==> config.mk <==
export PLATFORM = sky130hd
export DESIGN_NAME = capcmp_timer
export DESIGN_NICKNAME = d
export VERILOG_FILES = /design/src/rtl/capcmp_pkg.sv /design/src/rtl/capcmp_edge.sv /design/src/rtl/capcmp_counter.sv /design/src/rtl/capcmp_chan.sv /design/src/rtl/capcmp_timer.sv
export SDC_FILE = /design/constraint.sdc
export NUM_CORES = 1
export LEC_CHECK = 0
export BUFFER_PORTS_ARGS = -buffer_cell sky130_fd_sc_hd__buf_2
export CAP_MARGIN = 10
export CORE_MARGIN = 1.5
export CORE_UTILIZATION = 50
export CTS_CLUSTER_SIZE = 40
export DETAILED_ROUTE_END_ITERATION = 8
export GPL_TIMING_DRIVEN = 0
export HOLD_SLACK_MARGIN = 0.15
export PLACE_DENSITY = 0.74
export SYNTH_ARGS = -nofsm -noshare
export SYNTH_HDL_FRONTEND = slang
export SYNTH_SLANG_ARGS = --single-unit
==> constraint.sdc <==
create_clock -name clk -period 2.6 [get_ports clk]
set_clock_uncertainty 0.15 [all_clocks]
set_input_delay 0.13 -clock clk [delete_from_list [all_inputs] [get_ports clk]]
set_output_delay 0.13 -clock clk [all_outputs]
set_load 0.01 [all_outputs]
==> src/rtl/capcmp_pkg.sv <==
package capcmp_pkg;
  localparam int CNT_W  = 16;
  localparam int BYTE_W = 8;

  // Channel mode byte, bit 7 down to bit 0
  typedef struct packed {
    logic spare;     // bit 7, storage only
    logic cmp_en;    // bit 6
    logic cap_rise;  // bit 5
    logic cap_fall;  // bit 4
    logic mat_flag;  // bit 3
    logic tog;       // bit 2
    logic pwm;       // bit 1
    logic irq_en;    // bit 0
  } mode_t;

  localparam int CTRL_ADDR  = 0;
  localparam int CNTL_ADDR  = 1;
  localparam int CNTH_ADDR  = 2;
  localparam int CH_STRIDE  = 4;
  localparam int CTRL_OVF   = 7;
  localparam int CTRL_RUN   = 6;
endpackage

==> src/rtl/capcmp_edge.sv <==
module capcmp_edge (
  input  logic clk,
  input  logic rst_n,
  input  logic pin,
  output logic rise,
  output logic fall
);
  logic s1_q, s2_q, prev_q;
  logic s1_d, s2_d, prev_d;

  always_comb begin
    s1_d   = pin;
    s2_d   = s1_q;
    prev_d = s2_q;
  end

  always_ff @(posedge clk or negedge rst_n) begin
    if (!rst_n) begin
      s1_q   <= 1'b0;
      s2_q   <= 1'b0;
      prev_q <= 1'b0;
    end else begin
      s1_q   <= s1_d;
      s2_q   <= s2_d;
      prev_q <= prev_d;
    end
  end

  assign rise = s2_q & ~prev_q;
  assign fall = ~s2_q & prev_q;
endmodule

==> src/rtl/capcmp_counter.sv <==
module capcmp_counter
  import capcmp_pkg::*;
(
  input  logic             clk,
  input  logic             rst_n,
  input  logic             ctrl_we,
  input  logic             run_wdata,
  input  logic             ovf_clr,
  output logic [CNT_W-1:0] cnt,
  output logic             run,
  output logic             ovf
);
  logic [CNT_W-1:0] cnt_d;
  logic             run_d, ovf_d, wrap;

  always_comb begin
    wrap  = run & (cnt == {CNT_W{1'b1}});
    cnt_d = cnt;
    if (run) cnt_d = cnt + CNT_W'(1);
    run_d = ctrl_we ? run_wdata : run;
    ovf_d = wrap | (ovf & ~ovf_clr);
  end

  always_ff @(posedge clk or negedge rst_n) begin
    if (!rst_n) begin
      cnt <= '0;
      run <= 1'b0;
      ovf <= 1'b0;
    end else begin
      cnt <= cnt_d;
      run <= run_d;
      ovf <= ovf_d;
    end
  end
endmodule

==> src/rtl/capcmp_chan.sv <==
module capcmp_chan
  import capcmp_pkg::*;
(
  input  logic              clk,
  input  logic              rst_n,
  input  logic [CNT_W-1:0]  cnt,
  input  logic              run,
  input  logic              pin,
  input  logic              mode_we,
  input  logic              vlo_we,
  input  logic              vhi_we,
  input  logic [BYTE_W-1:0] wdata,
  input  logic              flag_clr,
  output mode_t             mode,
  output logic [CNT_W-1:0]  val,
  output logic              flag,
  output logic              set_ev,
  output logic              out_pin
);
  logic             rise, fall, cap, match;
  mode_t            mode_d;
  logic [CNT_W-1:0] val_d;
  logic             flag_d, out_d;

  capcmp_edge edge_i (
    .clk  (clk),
    .rst_n(rst_n),
    .pin  (pin),
    .rise (rise),
    .fall (fall)
  );

  always_comb begin
    cap    = (mode.cap_rise & rise) | (mode.cap_fall & fall);
    match  = mode.cmp_en & run & (cnt == val);
    set_ev = cap | (match & mode.mat_flag);

    mode_d = mode_we ? mode_t'(wdata) : mode;

    val_d = val;
    if (vlo_we) val_d[BYTE_W-1:0]     = wdata;
    if (vhi_we) val_d[CNT_W-1:BYTE_W] = wdata;
    if (cap)    val_d                 = cnt;

    flag_d = set_ev | (flag & ~flag_clr);

    if (mode.pwm)               out_d = cnt[BYTE_W-1:0] < val[BYTE_W-1:0];
    else if (mode.tog && match) out_d = ~out_pin;
    else                        out_d = out_pin;
  end

  always_ff @(posedge clk or negedge rst_n) begin
    if (!rst_n) begin
      mode    <= '0;
      val     <= '0;
      flag    <= 1'b0;
      out_pin <= 1'b0;
    end else begin
      mode    <= mode_d;
      val     <= val_d;
      flag    <= flag_d;
      out_pin <= out_d;
    end
  end
endmodule

==> src/rtl/capcmp_timer.sv <==
module capcmp_timer
  import capcmp_pkg::*;
#(
  parameter int NCH    = 2,
  parameter int ADDR_W = 4
) (
  input  logic              clk,
  input  logic              rst_n,
  input  logic [ADDR_W-1:0] bus_addr,
  input  logic              bus_we,
  input  logic [7:0]        bus_wdata,
  output logic [7:0]        bus_rdata,
  input  logic [NCH-1:0]    cap_in,
  output logic [NCH-1:0]    cmp_out,
  output logic              irq
);
  logic             rst_a_q, rst_b_q, rst_int_n;
  logic             ctrl_we;
  logic [CNT_W-1:0] cnt;
  logic             run, ovf;
  logic [NCH-1:0]   flag, set_ev, ien;
  mode_t            mode [NCH];
  logic [CNT_W-1:0] val  [NCH];

  // reset asserts at once, releases two clocks later
  always_ff @(posedge clk or negedge rst_n) begin
    if (!rst_n) begin
      rst_a_q <= 1'b0;
      rst_b_q <= 1'b0;
    end else begin
      rst_a_q <= 1'b1;
      rst_b_q <= rst_a_q;
    end
  end
  assign rst_int_n = rst_b_q;

  assign ctrl_we = bus_we && (bus_addr == ADDR_W'(CTRL_ADDR));

  capcmp_counter cnt_i (
    .clk      (clk),
    .rst_n    (rst_int_n),
    .ctrl_we  (ctrl_we),
    .run_wdata(bus_wdata[CTRL_RUN]),
    .ovf_clr  (ctrl_we & ~bus_wdata[CTRL_OVF]),
    .cnt      (cnt),
    .run      (run),
    .ovf      (ovf)
  );

  for (genvar n = 0; n < NCH; n++) begin : g_ch
    localparam int BASE = CH_STRIDE * (n + 1);
    capcmp_chan ch_i (
      .clk     (clk),
      .rst_n   (rst_int_n),
      .cnt     (cnt),
      .run     (run),
      .pin     (cap_in[n]),
      .mode_we (bus_we && (bus_addr == ADDR_W'(BASE))),
      .vlo_we  (bus_we && (bus_addr == ADDR_W'(BASE + 1))),
      .vhi_we  (bus_we && (bus_addr == ADDR_W'(BASE + 2))),
      .wdata   (bus_wdata),
      .flag_clr(ctrl_we & ~bus_wdata[n]),
      .mode    (mode[n]),
      .val     (val[n]),
      .flag    (flag[n]),
      .set_ev  (set_ev[n]),
      .out_pin (cmp_out[n])
    );
    assign ien[n] = mode[n].irq_en;
  end

  always_comb begin
    bus_rdata = '0;
    if (bus_addr == ADDR_W'(CTRL_ADDR)) begin
      bus_rdata[CTRL_OVF] = ovf;
      bus_rdata[CTRL_RUN] = run;
      bus_rdata[NCH-1:0]  = flag;
    end
    if (bus_addr == ADDR_W'(CNTL_ADDR)) bus_rdata = cnt[7:0];
    if (bus_addr == ADDR_W'(CNTH_ADDR)) bus_rdata = cnt[15:8];
    for (int n = 0; n < NCH; n++) begin
      if (bus_addr == ADDR_W'(CH_STRIDE * (n + 1)))     bus_rdata = mode[n];
      if (bus_addr == ADDR_W'(CH_STRIDE * (n + 1) + 1)) bus_rdata = val[n][7:0];
      if (bus_addr == ADDR_W'(CH_STRIDE * (n + 1) + 2)) bus_rdata = val[n][15:8];
    end
  end

  assign irq = ovf | (|(flag & ien));
endmodule

==> results.json <==
{
  "fill_cells": 816,
  "cts_tree": "done",
  "crit_top_cell": "buf_2",
  "num_vias": 4092,
  "fin_util_pct": 58.4,
  "final_cells": 656,
  "htreeDepth": 3,
  "syn_avg_cell_area_sq_um": 9.58,
  "n_antenna_cell": 0,
  "worstSetupPathType": "reg -> out",
  "cellLeakagePower_nw": 2.44,
  "fmax_ghz": 0.420,
  "p_int_w": 0.00264,
  "drt-total-wl_microns": 14200,
  "worst_path_largest_cell_delay_ps": 360,
  "yosys.area.top_type": "dfrtp_1",
  "clockPowerShare_pct": 26.1,
  "drive_above_1_share_pct": 17.2,
  "clock_sinks": 78,
  "portBuffers": 27,
  "postRouteAntennaNets": 0,
  "max_slew.worst_pin.slew_ps": 1060,
  "globalplace.congestion": 0.977,
  "synth_flop_cell": "dfrtp_1",
  "p_switching_w": 0.00145,
  "ys_async_sr_fraction_pct": 100,
  "fin_crit_ps": 2380,
  "synth_top_area_share_pct": 41.8,
  "arrival_ps": 2100,
  "grt_usage_pct": 30.5,
  "path_clk_slew_ps": 90,
  "cp-end-kind": "primary output",
  "switching_share_pct": 35.4,
  "crit_slowest_cell": "dfrtp_1",
  "peakVddDrop_mv": 0.311,
  "crit_fanout": 10,
  "grt_pass1_vias": 4067,
  "finalNetCount": 574,
  "drcViolationCount": 0,
  "rsz0062_at_grt": "no",
  "die_w_microns": 99.6,
  "drv_cap": 0,
  "start_util_pct": 51.0,
  "wl_per_cell_microns": 21.7,
  "worstPathCellList": "buf_2, mux2_2, a32o_1, o31ai_1, o21ai_0, buf_2",
  "cp.required_ps": 2320,
  "crit_cells": 6,
  "dp_cells": 626,
  "yosysWarnings": 0,
  "ys_types": 51,
  "clk_path_buf_depth": 2,
  "fin_tns_setup_ps": 0,
  "first_pass_iters": 5,
  "hold_viol": 0,
  "period_share_pct": 91.5,
  "core-area_sq_um": 9150,
  "synth.area.top_cells": "dfrtp_1 42%, mux2i_1 8.2%, o21ai_0 5.4%",
  "clock_latency_ps": 350,
  "share_comb_of_total_power_pct": 31.1,
  "hpwl_microns": 10200,
  "hold_class": "reg -> async",
  "ctsRootBufferMaster": "clkbuf_8",
  "grt_overflow": 0,
  "setup_viol": 0,
  "postSynthCellCount": 487,
  "die_area_sq_um": 9920,
  "cts_resized": 0,
  "cts_buffers": 9,
  "synth_fp_nets": 521,
  "start_kind": "flip-flop",
  "row_count": 35,
  "pwr-share-seq_pct": 42.8,
  "area_growth_pct": 14.6,
  "fp.dieH_microns": 99.6,
  "critPathTopFamily": "compound AO/OA/AOI/OAI gates",
  "power_density_nw_per_um2": 764,
  "antenna_found_initial": 0,
  "synthesis.area_sq_um": 4660,
  "rr_worst_depth": 7,
  "drt_iter0_markers": 426,
  "finalMaxSlewViolations": 0,
  "grt_first_pass_wirelength_microns": 22600,
  "crit_buf_inv": 2,
  "status": "completed",
  "io_pins": 28,
  "whs_ps": 171,
  "slew_headroom_pct": 29.3,
  "grt_max_degree": 46,
  "synth_seq_area_share_pct": 41.8,
  "synth_edf_count": 0,
  "viasPerCell": 6.24,
  "yosys_register_bits": 78
}
## worst paths after layout
| path | startpoint | to | slack (ps) |
|---|---|---|---|
| max in group asynchronous | rst_b_q$_DFF_PN0_ | g_ch[0].ch_i.val[11]$_DFFE_PN0P_ | 680 |
| min in group clk | bus_we | g_ch[1].ch_i.val[0]$_DFFE_PN0P_ | 200 |
| setup / recovery | cnt_i.run$_DFFE_PN0P_ | bus_rdata[6] | 220 |
| setup reg to reg | cnt_i.cnt[0]$_DFFE_PN0P_ | g_ch[1].ch_i.out_pin$_DFFE_PN0P_ | 240 |
| hold / removal | rst_b_q$_DFF_PN0_ | cnt_i.cnt[5]$_DFFE_PN0P_ | 170 |
| hold reg to reg | rst_b_q$_DFF_PN0_ | cnt_i.cnt[5]$_DFFE_PN0P_ | 170 |
## area by class of cell
cell class	instances	area (sq um)	area share, %
buffer	38	183	3.42
timing repair buffer	42	303	5.67
clock buffer	13	169	3.16
multi-input combinational	353	2460	46.1
tap	111	139	2.60
clock inverter	3	65.1	1.22
sequential	78	1960	36.6
inverter	18	67.6	1.26
## timing repair
item,in CTS,in global routing
hold buffers,14,0
setup endpoints to repair,0,0
hold endpoints to repair,63,0
setup buffers,0,0
## power groups by stage
stage | Clock, W | Sequential, W | Combinational (W)
after global routing | 0.00113 | 0.00178 | 0.00141
after detailed placement | 0 | 0.00177 | 0.00122
after floorplan | 0 | 0.00166 | 0.000892
after CTS | 0.00108 | 0.00174 | 0.00125
after global placement | 0 | 0.00178 | 0.00115
final | 0.00107 | 0.00175 | 0.00127
## through the flow
stage / worst slack (ps) / power, W / cell area, sq um
after floorplan: 117 / 0.00255 / 4660
after global placement: -757 / 0.00292 / 4940
after detailed placement: 327 / 0.00299 / 4970
after CTS: 269 / 0.00407 / 5340
after global routing: 90.4 / 0.00432 / 5340
final: 222 / 0.00409 / 5340
## cells in the mapped netlist, types with 9 or more instances
cell / count
nand2_1: 52
inv_1: 18
nor2_1: 15
xor2_1: 22
dfrtp_1: 78
xnor2_1: 11
mux2i_1: 38
nand4_1: 13
clkbuf_1: 18
o21ai_0: 50
nor3_1: 9
nand3_1: 15
ha_1: 17
mux2_2: 22
a21oi_1: 23
buf_2: 14
## layer usage
metal	track usage (%)	vias to the layer above	routed length [microns]
li1	-	1826	-
met1	42.4	1988	5800
met2	46.7	222	6510
met3	5.55	56	1270
met4	13.5	0	656
met5	0	-	0
## state kept, by name (all words and copies together) (netlist names), 2 cells and up
signal	count
cnt_i.cnt	16
g_ch.ch_i.val	32
g_ch.ch_i.flag	2
g_ch.ch_i.edge_i.prev_d	2
g_ch.ch_i.edge_i.s1_q	2
g_ch.ch_i.mode	16
g_ch.ch_i.out_pin	2
g_ch.ch_i.edge_i.prev_q	2
## cell usage in the layout, fill, tap and decap left out, drive strengths merged, types with 10 or more instances in the layout
cell type    instances
ha                  17
nand2               53
xor2                22
nand3               17
xnor2               11
nand4               13
mux2                22
a21oi               23
dlygate4sd3         14
mux2i               38
o21ai               54
nor2                17
buf                 48
dfrtp               78
nor3                10
inv                 18
clkbuf              31
## cell families after synthesis
kind of cell | Yosys count | share of synthesized area, %
buffers and inverters | 56 | 5.36
AND/OR/NAND/NOR | 136 | 15.2
XOR/XNOR | 33 | 6.20
adder cells (fa/ha/maj) | 17 | 4.56
AO/OA/AOI/OAI | 106 | 13.3
other | 1 | 0.0804
flip-flops | 78 | 41.8
multiplexers | 60 | 13.5
Power figures use the tool's default switching activity.
